File: src/rtl/nba_pkg.sv
package nba_pkg;
  // Control register layout; bit 0 is the LSB (nine-bit enable).
  typedef struct packed {
    logic tx_mode;   // bit 3: host supplies ninth bit
    logic send_req;  // bit 2: send transmit address
    logic match_en;  // bit 1: receive address filtering
    logic nine_en;   // bit 0: nine-bit characters
  } ctl_t;
  localparam int CTL_W = $bits(ctl_t);
endpackage

File: src/rtl/nba_ctl_regs.sv
module nba_ctl_regs
  import nba_pkg::*;
#(
  parameter int AW = 8
) (
  input  logic          clk,
  input  logic          rst,
  input  logic          ctl_we,
  input  ctl_t          ctl_wdata,
  input  logic          rxa_we,
  input  logic [AW-1:0] rxa_wdata,
  input  logic          txa_we,
  input  logic [AW-1:0] txa_wdata,
  input  logic          rx_busy,
  input  logic          send_done,
  output ctl_t          ctl,
  output logic [AW-1:0] rx_addr,
  output logic [AW-1:0] tx_addr
);
  logic          pend_v;
  logic [AW-1:0] pend_a;
  ctl_t          ctl_nxt;

  always_comb begin
    ctl_nxt = ctl;
    if (ctl_we) begin
      ctl_nxt = ctl_wdata;
      ctl_nxt.send_req = ctl_wdata.send_req & ctl_wdata.nine_en;
    end else if (send_done) begin
      ctl_nxt.send_req = 1'b0;
    end
  end

  always_ff @(posedge clk) begin
    if (rst) begin
      ctl     <= '0;
      rx_addr <= '0;
      tx_addr <= '0;
      pend_v  <= 1'b0;
      pend_a  <= '0;
    end else begin
      ctl <= ctl_nxt;
      if (txa_we) tx_addr <= txa_wdata;
      if (rxa_we && !rx_busy) begin
        rx_addr <= rxa_wdata;
        pend_v  <= 1'b0;
      end else if (rxa_we) begin
        pend_a <= rxa_wdata;
        pend_v <= 1'b1;
      end else if (pend_v && !rx_busy) begin
        rx_addr <= pend_a;
        pend_v  <= 1'b0;
      end
    end
  end

  // the address in use never moves across a busy clock
  assert_rxaddr_frozen_R7: assert property (@(posedge clk) disable iff (rst)
    rx_busy |=> $stable(rx_addr));

  // a send request is never stored without nine-bit mode
  assert_send_needs_nine_R9: assert property (@(posedge clk) disable iff (rst)
    ctl.send_req |-> ctl.nine_en);
endmodule

File: src/rtl/nba_rx_filter.sv
module nba_rx_filter #(
  parameter int AW = 8,
  localparam int CW = AW + 1
) (
  input  logic          clk,
  input  logic          rst,
  input  logic          nine_en,
  input  logic          match_en,
  input  logic [AW-1:0] rx_addr,
  input  logic          in_valid,
  input  logic [CW-1:0] in_data,
  output logic          out_valid,
  output logic [AW-1:0] out_data,
  output logic          out_addr
);
  logic matched;
  logic filt_on;
  logic is_addr;
  logic hit;
  logic pass;

  always_comb begin
    filt_on = nine_en & match_en;
    is_addr = nine_en & in_data[AW];
    hit     = (in_data[AW-1:0] == rx_addr);
    if (!filt_on)     pass = 1'b1;
    else if (is_addr) pass = hit;
    else              pass = matched;
  end

  always_ff @(posedge clk) begin
    if (rst) begin
      matched   <= 1'b0;
      out_valid <= 1'b0;
      out_data  <= '0;
      out_addr  <= 1'b0;
    end else begin
      out_valid <= in_valid & pass;
      if (in_valid) begin
        out_data <= in_data[AW-1:0];
        out_addr <= is_addr;
      end
      if (!filt_on)                 matched <= 1'b0;
      else if (in_valid && is_addr) matched <= hit;
    end
  end

  // output strobe only one cycle after an input strobe
  assert_out_follows_in_R6: assert property (@(posedge clk) disable iff (rst)
    out_valid |-> $past(in_valid));

  // the address flag needs nine-bit mode at capture
  assert_flag_needs_nine_R3: assert property (@(posedge clk) disable iff (rst)
    (out_valid && out_addr) |-> $past(nine_en));

  // no match state outside match mode
  assert_match_cleared_R11: assert property (@(posedge clk) disable iff (rst)
    !(nine_en && match_en) |=> !matched);
endmodule

File: src/rtl/nba_tx_mux.sv
module nba_tx_mux #(
  parameter int AW = 8,
  localparam int CW = AW + 1
) (
  input  logic          clk,
  input  logic          rst,
  input  logic          nine_en,
  input  logic          tx_mode,
  input  logic          send_req,
  input  logic [AW-1:0] tx_addr,
  input  logic          in_valid,
  input  logic [CW-1:0] in_data,
  output logic          in_ready,
  output logic          send_done,
  output logic          out_valid,
  output logic [CW-1:0] out_data,
  input  logic          out_ready
);
  logic can_load;
  logic ninth;

  always_comb begin
    can_load  = !out_valid || out_ready;
    send_done = can_load & send_req;
    in_ready  = can_load & !send_req;
    ninth     = nine_en & tx_mode & in_data[AW];
  end

  always_ff @(posedge clk) begin
    if (rst) begin
      out_valid <= 1'b0;
      out_data  <= '0;
    end else if (can_load) begin
      if (send_req) begin
        out_valid <= 1'b1;
        out_data  <= {1'b1, tx_addr};
      end else if (in_valid) begin
        out_valid <= 1'b1;
        out_data  <= {ninth, in_data[AW-1:0]};
      end else begin
        out_valid <= 1'b0;
      end
    end
  end

  // a stalled character holds
  assert_hold_stalled_R10: assert property (@(posedge clk) disable iff (rst)
    (out_valid && !out_ready) |=> (out_valid && $stable(out_data)));

  // a granted send request yields an address character
  assert_send_is_addr_R9: assert property (@(posedge clk) disable iff (rst)
    send_done |=> (out_valid && out_data[AW]));
endmodule

File: src/rtl/nba_addr_filter.sv
module nba_addr_filter
  import nba_pkg::*;
#(
  parameter int AW = 8,
  localparam int CW = AW + 1
) (
  input  logic             clk,
  input  logic             rst,
  input  logic             ctl_we,
  input  logic [CTL_W-1:0] ctl_wdata,
  input  logic             rxa_we,
  input  logic [AW-1:0]    rxa_wdata,
  input  logic             txa_we,
  input  logic [AW-1:0]    txa_wdata,
  output logic [CTL_W-1:0] ctl_q,
  output logic [AW-1:0]    rx_addr_q,
  output logic [AW-1:0]    tx_addr_q,
  input  logic             rx_busy,
  input  logic             rx_in_valid,
  input  logic [CW-1:0]    rx_in_data,
  output logic             rx_out_valid,
  output logic [AW-1:0]    rx_out_data,
  output logic             rx_out_addr,
  input  logic             tx_in_valid,
  input  logic [CW-1:0]    tx_in_data,
  output logic             tx_in_ready,
  output logic             tx_out_valid,
  output logic [CW-1:0]    tx_out_data,
  input  logic             tx_out_ready
);
  ctl_t          ctl;
  logic          send_done;
  logic [AW-1:0] rx_addr;
  logic [AW-1:0] tx_addr;

  nba_ctl_regs #(.AW(AW)) u_regs (
    .clk       (clk),
    .rst       (rst),
    .ctl_we    (ctl_we),
    .ctl_wdata (ctl_t'(ctl_wdata)),
    .rxa_we    (rxa_we),
    .rxa_wdata (rxa_wdata),
    .txa_we    (txa_we),
    .txa_wdata (txa_wdata),
    .rx_busy   (rx_busy),
    .send_done (send_done),
    .ctl       (ctl),
    .rx_addr   (rx_addr),
    .tx_addr   (tx_addr)
  );

  nba_rx_filter #(.AW(AW)) u_rx (
    .clk       (clk),
    .rst       (rst),
    .nine_en   (ctl.nine_en),
    .match_en  (ctl.match_en),
    .rx_addr   (rx_addr),
    .in_valid  (rx_in_valid),
    .in_data   (rx_in_data),
    .out_valid (rx_out_valid),
    .out_data  (rx_out_data),
    .out_addr  (rx_out_addr)
  );

  nba_tx_mux #(.AW(AW)) u_tx (
    .clk       (clk),
    .rst       (rst),
    .nine_en   (ctl.nine_en),
    .tx_mode   (ctl.tx_mode),
    .send_req  (ctl.send_req),
    .tx_addr   (tx_addr),
    .in_valid  (tx_in_valid),
    .in_data   (tx_in_data),
    .in_ready  (tx_in_ready),
    .send_done (send_done),
    .out_valid (tx_out_valid),
    .out_data  (tx_out_data),
    .out_ready (tx_out_ready)
  );

  assign ctl_q     = ctl;
  assign rx_addr_q = rx_addr;
  assign tx_addr_q = tx_addr;
endmodule

File: config.mk
export PLATFORM = sky130hd
export DESIGN_NAME = nba_addr_filter
export DESIGN_NICKNAME = d
export VERILOG_FILES = /design/src/rtl/nba_pkg.sv /design/src/rtl/nba_ctl_regs.sv /design/src/rtl/nba_rx_filter.sv /design/src/rtl/nba_tx_mux.sv /design/src/rtl/nba_addr_filter.sv
export SDC_FILE = /design/constraint.sdc
export NUM_CORES = 1
export LEC_CHECK = 0
export ABC_AREA = 1
export BUFFER_PORTS_ARGS = -buffer_cell sky130_fd_sc_hd__buf_2
export CORE_UTILIZATION = 48
export DETAILED_ROUTE_END_ITERATION = 6
export GPL_TIMING_DRIVEN = 0
export PLACE_DENSITY = 0.81
export SLEW_MARGIN = 40
export SYNTH_ARGS = -nofsm -noshare
export SYNTH_HDL_FRONTEND = slang
export SYNTH_SLANG_ARGS = --single-unit
File: constraint.sdc
create_clock -name clk -period 2.1 [get_ports clk]
set_clock_uncertainty 0.2 [all_clocks]
set_input_delay 0.42 -clock clk [delete_from_list [all_inputs] [get_ports clk]]
set_output_delay 0.42 -clock clk [all_outputs]
set_load 0.03 [all_outputs]
==> summary.md, run 1 <==
| Metric | Value |
|---|---|
| Die Y | 66.99 microns |
| Netlist cell types | 20 |
| Share of cells above drive strength 1 | between 20 and 30% |
| Multiplexer share of the synthesized area | 0% |
| Status | complete, no violations |
| Worst slew margin | approximately 67% |
| Power Density | 787.7 nW/um^2 |
| Simple-gate area share of the yosys netlist | 17.59% |
| Worst r2r path cells | 6 |
| Antenna Cells | 0 |
| Synthesized cell area | between 2000 and 2500 sq um |
| CP cell instances | clkbuf_1 > nor2_1 > buf_2 |
| GRT met2 Usage | around 40% |
| Grt met3 use | 4.966% |
| Htree depth | 2 |
| Syn-to-layout area delta | 29.81% |
| Worst VDD drop | 0.3914 mV |
| Min-Delay Path Class | in -> reg |
| CP endpoint kind | output pin |
| Non-filler cells, final | 417 |
| Initial antenna violation count | 0 |
| Placed Instances | 409 |
| Skew-Pair Late Insertion Delay | 0.29 ns |
| Antenna viol nets, final | 0 |
| WP data arrival | 1.30 ns |
| Largest net degree at the start of global routing | 15 |
| Max incr delay on CP | 0.38 ns |
| Synthesized-area fraction occupied by adder cells | 0% |
| Iter 0 DRT Violations | 94 |
| Die Area | 4487 sq um |
| Nets | 413 |
| Starting Density | 50.31% |
| Max_cap viols | 0 |
| Hold Path Stages | 3 |
| Gr ovfl total | 0 |
| Compound-cell area share of the yosys netlist | a little under a quarter |
| Post-CTS sizing | 0 |
| GR peak layer | met2 |
| Synth Area per Inst | 7.452 sq um |
| Syn nets | 319 |
| Clock sinks | 50 |
| Via count | 2,066 |
| Num CTS Buffers | 5 |
| Filler cells | 375 |
| Bufs on Longest Clock Path | 2 |
| Startpoint Class | register |
| Actual slew at the worst max-slew pin | 0.4893 ns |
| Part of the cycle the worst path needs | approximately nine tenths |
| P_leak | 1.262 nW |
| Die Wd | 66.99 microns |
| Clk pin slew, worst setup/hold paths | 0.09 ns |
| XOR/XNOR share of the synthesized area | about 2.2% |
| WHS | 0.1476 ns |
| Post CTS Setup Buffer Count | 0 |
| DRC | 0 |
| M1 GR Usage | 27.38% |
| Site Rows | 23 |
| Final-report hold violation count | 0 |
| First-pass GRT wire length | approximately 7700 microns |
| # IOs | 88 |
| Final Setup Violations | 0 |
| Synthesis Warnings | 0 |
| Final HPWL DP | about 3700 microns |
| Max Freq | between 500 and 600 MHz |
| Hold buffers post-CTS | 0 |
| Critical path type | reg -> out |
| Routability congestion estimate from global placement | ~0.74 |
| RSZ-0062 raised after global routing | no |
| Synth Instances | 272 |
| Total Power | between 2 and 2.5 mW |
| Setup TNS | 0 ns |
| Via-to-Cell Ratio | 4.954 |
| GRT Overall Usage | 22.73% |
| Worst Path Required | ~1.5 ns |
| Per-cell routed wire length | 11.49 microns |
| Max Slew Vio Count | 0 |
| Critical path peak fanout | 10 |
| Period minus WS final | 1.918 ns |
| Seq/Total Area, Yosys | 49.38% |
| Vias in the first global route | 1,866 |
| Placeable Area | 4029 sq um |
| TritonCTS clock tree | done |
| Synth Register Bits | 50 |
| Clk root buf | clkbuf_8 |
| CP max-delay cell | dfxtp_1 |
| Final WL | ~4800 microns |
| First-pass DRT Iterations | 4 |
| Port Buffers | 87 |
| Largest family of logic cells by synthesized area | compound AO/OA/AOI/OAI gates |
==> synth_stat cells <==
cell,n,area (sq um)
nand2_1,45,168.9
buf_4,6,45.04
nand3_1,4,20.02
o21ai_1,2,10.01
o21ai_0,42,210.2
xnor2_1,5,43.79
dfxtp_1,50,1001
nor3_1,1,5.000
clkinv_1,1,3.750
a21oi_2,2,17.52
nand2_2,1,6.260
a21oi_1,31,155.2
buf_1,1,3.750
a31oi_1,9,56.30
inv_1,23,86.33
o21ai_2,1,8.760
nor2_2,1,6.260
buf_2,2,10.01
clkbuf_1,5,18.77
nor2_1,40,150.1
==> cell families after synthesis <==
kind of cell,after synthesis
buf+inv,38
xor+xnor,5
simple gates,92
flops,50
compound gates,87
==> metal layers <==
| metal | part of all wire [%] | vias to the layer above |
|---|---|---|
| met2 | 49 | 75 |
| met5 | 0 | - |
| met4 | 0.52 | 0 |
| met3 | 6.6 | 2 |
| met1 | 44 | 912 |
| li1 | - | 1077 |
==> critical path: cells and delay by family, from the launching register on <==
| family | cells | cell delay [ns] |
|---|---|---|
| DFF | 1 | 0.38 |
| and+or+nand+nor | 1 | 0.10 |
| buffers and inverters | 2 | 0.53 |
==> stage by stage <==
stage | util, % | area [sq um] | setup WS [ns]
2_1_floorplan | - | 2027 | 0.5330
3_3_place_gp | 62.67 | 2525 | 0.3822
3_5_place_dp | 62.67 | 2525 | 0.3257
4_1_cts | 65.31 | 2631 | 0.1592
5_1_grt | 65.31 | 2631 | 0.03287
6_report | 65.31 | 2631 | 0.1817
==> sequential cells by signal, summed over array words and instances, names as in the netlist <==
signal / count
u_regs.ctl: 4
u_regs.pend_a: 8
u_regs.pend_v: 1
u_regs.rx_addr: 8
u_regs.tx_addr: 8
u_rx.matched: 1
u_rx.out_addr: 1
u_rx.out_data: 8
u_rx.out_valid: 1
u_tx.out_data: 9
u_tx.out_valid: 1
==> path summary, 6_finish.rpt <==
kind	startpoint	endpoint	slack, ns
max reg2reg	u_tx.out_valid$_SDFFE_PP0N_	u_tx.out_valid$_SDFFE_PP0N_	0.71
min	txa_wdata[3]	u_regs.tx_addr[3]$_SDFFE_PP0P_	0.15
min reg2reg	u_regs.pend_a[2]$_SDFFE_PP0P_	u_regs.pend_a[2]$_SDFFE_PP0P_	0.26
max	u_regs.ctl[2]$_SDFFE_PP0P_	tx_in_ready	0.18
==> cell type report <==
type                            count  area [sq um]  area share (%)
Tap cell                           50         62.56           2.378
Multi-Input combinational cell    184         858.3           32.62
Clock inverter                      1         30.03           1.141
Timing Repair Buffer               87         435.4           16.55
Inverter                           24         90.09           3.424
Sequential cell                    50          1001           38.04
Buffer                             14         77.57           2.948
Clock buffer                        7         76.32           2.901
==> power by group <==
| part | total, mW | internal [mW] | switching (mW) | leakage [nW] |
|---|---|---|---|---|
| clock network | 0.649 | 0.357 | 0.292 | 0.0524 |
| logic | 0.380 | 0.131 | 0.249 | 0.797 |
| registers | 1.04 | 1.01 | 0.0341 | 0.413 |
| total | 2.07 | 1.50 | 0.576 | 1.26 |
==> placed cells by master, fill, tap and decap left out, drive strengths merged <==
cell | netlist | layout
o21ai | 45 | 45
dfxtp | 50 | 50
clkbuf | 5 | 12
bufinv | 0 | 1
clkinv | 1 | 1
nor3 | 1 | 1
nand3 | 4 | 4
a21oi | 33 | 33
xnor2 | 5 | 5
inv | 23 | 23
buf | 9 | 96
nor2 | 41 | 41
nand2 | 46 | 46
a31oi | 9 | 9
Power figures use the tool's default switching activity.
==> run 2: changes to the inputs <==
Settings changed: CORE_UTILIZATION 48 to 42, PLACE_DENSITY 0.81 to 0.75.
Clock period 2.1 ns to 1.61 ns, I/O delays scaled along.
==> run 2 against run 1 <==
Effect of this change:
- register-to-register slack got worse by 0.54 ns
- count of clock-buffer cells in the layout did not move
- largest power group unchanged
- sequential power increased by 31%
- non-clock buffer count up 2
- design area increased by 0.81%
- critical path type unchanged
- global-route usage is 1.8 points lower
- critical endpoint unchanged
- largest cell class unchanged
- total power up 23%
- hold slack got worse by 0.11 ns
==> summary.md, run 2 (synthesized netlist as in run 1, its figures left out) <==
| Metric | Value |
|---|---|
| Max Slew Vio Count | 0 |
| Critical path type | reg -> out |
| Die Wd | 71.47 microns |
| Actual slew at the worst max-slew pin | 0.4883 ns |
| First-pass GRT wire length | between 8000 and 9000 microns |
| HP Start | txa_wdata[2] |
| Skew-Pair Late Insertion Delay | 0.30 ns |
| Worst VDD drop | 0.5214 mV |
| Via count | around 2,100 |
| Worst Path Required | 1.09 ns |
| Crit path buffers/inverters | 2 |
| Flop2flop setup slack | 0.17 ns |
| Commonest non-fill, non-tap cell in the layout | buf_2 |
| Per-cell routed wire length | 12.17 microns |
| P_leak | 1.272 nW |
| Via-to-Cell Ratio | 4.955 |
| Site Rows | 24 |
| Worst r2r path cells | 5 |
| Setup TNS | 0 ns |
| DRC | 0 |
| Gr ovfl total | 0 |
| Iter 0 DRT Violations | about 160 |
| Starting Density | 45.00% |
| Die Y | 71.47 microns |
| GRT Overall Usage | between 20% and 30% |
| Most frequent cells in the layout | buf_2, dfxtp_1, nand2_1 |
| Largest register FFs | 9 |
| Worst slew margin | 67.44% |
| First-pass DRT Iterations | 4 |
| Hold Path Stages | 3 |
| Min-Delay Path Class | in -> reg |
| Status | complete, no violations |
| CP cell instances | clkbuf_8 > nor2_4 > buf_6 |
| WHS | 0.03502 ns |
| Reg-to-reg startpoint | u_regs.ctl[2]$_SDFFE_PP0P_ |
| Largest net degree at the start of global routing | 14 |
| Power Density | 964.4 nW/um^2 |
| CP endpoint kind | output pin |
| # IOs | 88 |
| Final Setup Violations | 0 |
| Biggest register | u_tx.out_data |
| Syn-to-layout area delta | 30.86% |
| Max_cap viols | 0 |
| Vias in the first global route | 1,861 |
| Final WL | 5113 microns |
| Startpoint Class | register |
| Max incr delay on CP | between 0.3 and 0.4 ns |
| CP max-delay cell | dfxtp_2 |
| Routability congestion estimate from global placement | 0.7831 |
| Max Freq | 636.1 MHz |
| Critical path peak fanout | 10 |
| Bufs on Longest Clock Path | 2 |
| RSZ-0062 raised after global routing | yes |
| Share of cells above drive strength 1 | 30.43% |
| Final-report hold violation count | 0 |
| Nets | ~420 |
| FF-to-FF End | u_tx.out_data[8]$_SDFFE_PP0P_ |
| Clk root buf | clkbuf_8 |
| Num CTS Buffers | 5 |
| TritonCTS clock tree | done |
| Antenna viol nets, final | 0 |
| Clk pin slew, worst setup/hold paths | 0.08 ns |
| Final HPWL DP | 3867 microns |
| CP top delay family | flip-flops |
| Initial antenna violation count | 0 |
| Die Area | 5108 sq um |
| Antenna Cells | 0 |
| Hold worst-path end | u_regs.tx_addr[2]$_SDFFE_PP0P_ |
| WP data arrival | approximately 1.1 ns |
| Htree depth | 2 |
| Period minus WS final | around 1.6 ns |
| Part of the cycle the worst path needs | 97.64% |
| Port Buffers | 87 |
| Final core occ | 58.89% |
| Placeable Area | 4504 sq um |
| Clock sinks | 50 |
| Total Power | between 2 and 3 mW |
## run 2: cell types whose count changed in the layout (fill, tap and decap cells not counted), moves of 2 or more
| cell | delta |
|---|---|
| dfxtp_2 | +2 |
| nor2_1 | -2 |
| buf_4 | +2 |
| nor2_4 | +2 |
| dfxtp_1 | -2 |
## run 2: through the flow
step           cells  instance area (sq um)  setup WS [ns]
3_5_place_dp     411                   2527       -0.05598
3_3_place_gp     411                   2527       -0.05700
4_1_cts          420                   2640       0.005249
2_1_floorplan    272                   2027         0.1410
5_1_grt          420                   2653       -0.01515
6_report         420                   2653        0.03793
## run 2: how the worst max path moves through the flow
stage	cells past startpoint	slack [ns]	start	end
floorplan	3	0.14	u_tx.out_valid$_SDFFE_PP0N_	tx_in_ready
global placement	5	-0.06	rst	u_tx.out_data[3]$_SDFFE_PP0P_
detailed placement	5	-0.06	rst	u_tx.out_data[3]$_SDFFE_PP0P_
CTS	3	0.005	u_regs.ctl[2]$_SDFFE_PP0P_	tx_in_ready
global route	3	-0.02	u_regs.ctl[2]$_SDFFE_PP0P_	tx_in_ready
finish	3	0.04	u_regs.ctl[2]$_SDFFE_PP0P_	tx_in_ready
## run 2: repair_timing
item	in CTS	in global routing
buffers inserted	2	0
gates cloned	0	0
gates resized for setup	7	4
setup endpoints to repair	1	2
hold buffers	0	0
## run 2: layout make-up
class / count / area, sq um
well taps: 52 / 65.06
multi-input cells: 184 / 873.3
plain buffers: 14 / 87.58
fillers: 442 / 1852
repair buffers: 89 / 456.7
clock buffers: 7 / 76.32
flip-flops and latches: 50 / 1003
inverters: 24 / 90.09
## run 2: power by group
group          internal (mW)  switching, mW
clock                  0.300          0.387
combinational          0.177          0.331
sequential              1.32         0.0463
## run 2: layer usage
layer	vias up	wire (microns)	track usage [%]	share of wire [%]
met5	-	0	0	0
met4	0	55	6.318	1.1
met3	5	422	7.314	8.3
met2	85	2377	35.45	46
met1	914	2258	25.24	44
li1	1077	-	-	-
## run 2: tightest hold or removal path: cells and delay by family
kind	cells	cell delay (ns)
buf+inv	1	0.07
simple gates	2	0.11
==> run 3: changes to the inputs <==
Settings changed: ABC_AREA 1 to unset, CORE_UTILIZATION 42 to 43, PLACE_DENSITY 0.75 to 0.76.
==> run 3 against run 2 <==
Effect of this change:
- count of clock-buffer cells in the layout is the same
- setup slack better by 0.0048 ns
- non-clock buffer count rose by 1
- flip-flop and latch count stayed put
- design area grew 4.4%
- wire length down 5.1%
- combinational power is 7.7% higher
- utilization down 0.65 points
- synthesized cell count decreased by 17%
- sequential power about the same
- register-to-register slack lost 0.06 ns
- largest cell class is now multi-input combinational cells
==> summary.md, run 3 <==
| Metric | Value |
|---|---|
| Main synth FF type | dfxtp_1 |
| Clock sinks | 50 |
| Die Wd | 72.40 microns |
| GRT Overall Usage | 17.75% |
| Htree depth | 2 |
| Worst Path Required | 1.09 ns |
| DRC | 0 |
| Sw frac | 29.38% |
| CP endpoint kind | output pin |
| Die Y | between 70 and 80 microns |
| Die Area | 5241 sq um |
| CP top delay family | flip-flops |
| Seq pwr share | between 50% and 60% |
| Clock power frac | 27.9% |
| Num CTS Buffers | 5 |
| Placeable Area | 4755 sq um |
| Per-cell routed wire length | 12.54 microns |
| Top-count cell post-synth | dfxtp_1 |
| Nets | 366 |
| Actual slew at the worst max-slew pin | roughly 0.55 ns |
| Gr ovfl total | 0 |
| Final core occ | 58.24% |
| Post-synth top area share | approximately 47% |
| Part of the cycle the worst path needs | 97.35% |
| Most frequent cells in the layout | buf_2, dfxtp_1, nor2_1 |
| Vias in the first global route | 1,608 |
| Syn nets | ~270 |
| Final-report hold violation count | 0 |
| Combinational share of power | 20.7% |
| Period minus WS final | about 1.6 ns |
| Hold buffers post-CTS | 0 |
| Synthesized cell area | 2131 sq um |
| Max incr delay on CP | 0.37 ns |
| Synthesis Warnings | 0 |
| TritonCTS clock tree | done |
| Startpoint Class | register |
| Syn-to-layout area delta | 29.95% |
| Clk root buf | clkbuf_8 |
| Status | complete, no violations |
| Crit path buffers/inverters | 2 |
| Synth cell count leaders | dfxtp_1, nor2_1, mux2i_1, nand2_1, nand3_1 |
| Initial antenna violation count | 0 |
| P_leak | 1.297 nW |
| Max_cap viols | 0 |
| P_sw | approximately 0.78 mW |
| Antenna viol nets, final | 0 |
| First-pass GRT wire length | 7189 microns |
| Bufs on Longest Clock Path | 2 |
| Dpl cell area | 2635 sq um |
| Starting Density | 44.82% |
| Largest register FFs | 9 |
| Biggest register | u_tx.out_data |
| Via count | between 1,500 and 2,000 |
| Worst slew margin | a little under two thirds |
| Final WL | 4852 microns |
| Total Power | 2.649 mW |
| Skew-Pair Late Insertion Delay | 0.30 ns |
| Synth Register Bits | 50 |
| Internal Power | roughly 1.9 mW |
| First-pass DRT Iterations | 4 |
| CP max-delay cell | dfxtp_4 |
| Commonest non-fill, non-tap cell in the layout | buf_2 |
| Synth Instances | 226 |
| Max Freq | 638.1 MHz |
| Async SR Flop Fraction | 0% |
| Worst VDD drop | 0.5254 mV |
| Fin area | 2769 sq um |
| CP cell instances | buf_8 > nor2_4 > buf_6 |
| Area contributors post-synth | dfxtp_1, mux2i_1, nor2_1 |
| Iter 0 DRT Violations | 89 |
| Port Buffers | 84 |
| Final HPWL DP | 3665 microns |
| Synth Area per Inst | 9.428 sq um |
| Critical path type | reg -> out |
| Min-Delay Path Class | in -> reg |
| Setup TNS | 0 ns |
| Seq/Total Area, Yosys | 46.98% |
| Final Setup Violations | 0 |
| Clk pin slew, worst setup/hold paths | 0.08 ns |
| Site Rows | 25 |
| Critical path peak fanout | 10 |
| Routability congestion estimate from global placement | 0.7538 |
| RSZ-0062 raised after global routing | no |
| Via-to-Cell Ratio | ~5 |
| Largest net degree at the start of global routing | 15 |
| Share of cells above drive strength 1 | 38.75% |
| Max Slew Vio Count | 0 |
| Filler cells | 460 |
| Post-synth EDFFs | 0 |
| # IOs | 88 |
| Antenna Cells | 0 |
| Power Density | 956.7 nW/um^2 |
| Yosys top cell by area | dfxtp_1 |
| WP data arrival | around 1.1 ns |
| Netlist cell types | 32 |
run 3: power by group through the flow:
| stage | sequential (mW) | combinational (mW) | clock (mW) |
|---|---|---|---|
| floorplan | 1.51 | 0.242 | 0 |
| global placement | 1.39 | 0.531 | 0 |
| detailed placement | 1.39 | 0.539 | 0 |
| CTS | 1.36 | 0.545 | 0.762 |
| global route | 1.37 | 0.590 | 0.809 |
| finish | 1.36 | 0.547 | 0.739 |
run 3: final timing paths:
check / start / endpoint / slack [ns] / depth (start not counted)
setup / recovery: u_regs.ctl[2]$_SDFFE_PP0P_ / tx_in_ready / 0.04 / 3
hold / removal: tx_in_valid / u_tx.out_data[8]$_SDFFE_PP0P_ / 0.05 / 2
setup reg to reg: u_tx.out_valid$_SDFFE_PP0N_ / u_tx.out_data[4]$_SDFFE_PP0P_ / 0.11 / 6
hold reg to reg: u_regs.pend_a[3]$_SDFFE_PP0P_ / u_regs.pend_a[3]$_SDFFE_PP0P_ / 0.26 / 2
run 3: cell families after synthesis:
group | synth area share (%)
simple gates | 22.08
flops | 46.98
compound gates | 9.748
mux | 12.68
buf+inv | 5.226
xor+xnor | 3.288
run 3: final cells by class:
class                      instances  area [sq um]  area share, %
clock buffer                       7         86.33          3.118
multi-input combinational        157          1026          37.05
clock inverter                     1         5.005         0.1807
tap                               67         83.83          3.028
buffer                            18         115.1          4.157
sequential                        50          1007          36.38
timing repair buffer              86         441.7          15.95
inverter                           1         3.754         0.1356
run 3: metal layers:
layer / global-route usage [%] / routed length, microns
met1: 21.54 / 2122
met2: 29.18 / 2326
met3: 6.389 / 363
met4: 5.882 / 39
met5: 0 / 0
run 3: repair_timing:
item	in CTS	in global routing
buffers inserted	0	2
pin swaps	0	1
endpoints found under the setup margin	2	2
gates resized for setup	7	3
run 3: metrics by stage:
| step | cells | hold WS [ns] | worst slack (ns) |
|---|---|---|---|
| 3_3_place_gp | 377 | 0.2414 | 0.07851 |
| 2_1_floorplan | 226 | 0.2307 | 0.08164 |
| 6_report | 387 | 0.05067 | 0.04273 |
| 4_1_cts | 385 | 0.03195 | 0.008409 |
| 3_5_place_dp | 377 | 0.2469 | 0.1012 |
| 5_1_grt | 387 | 0.03927 | 0.006083 |
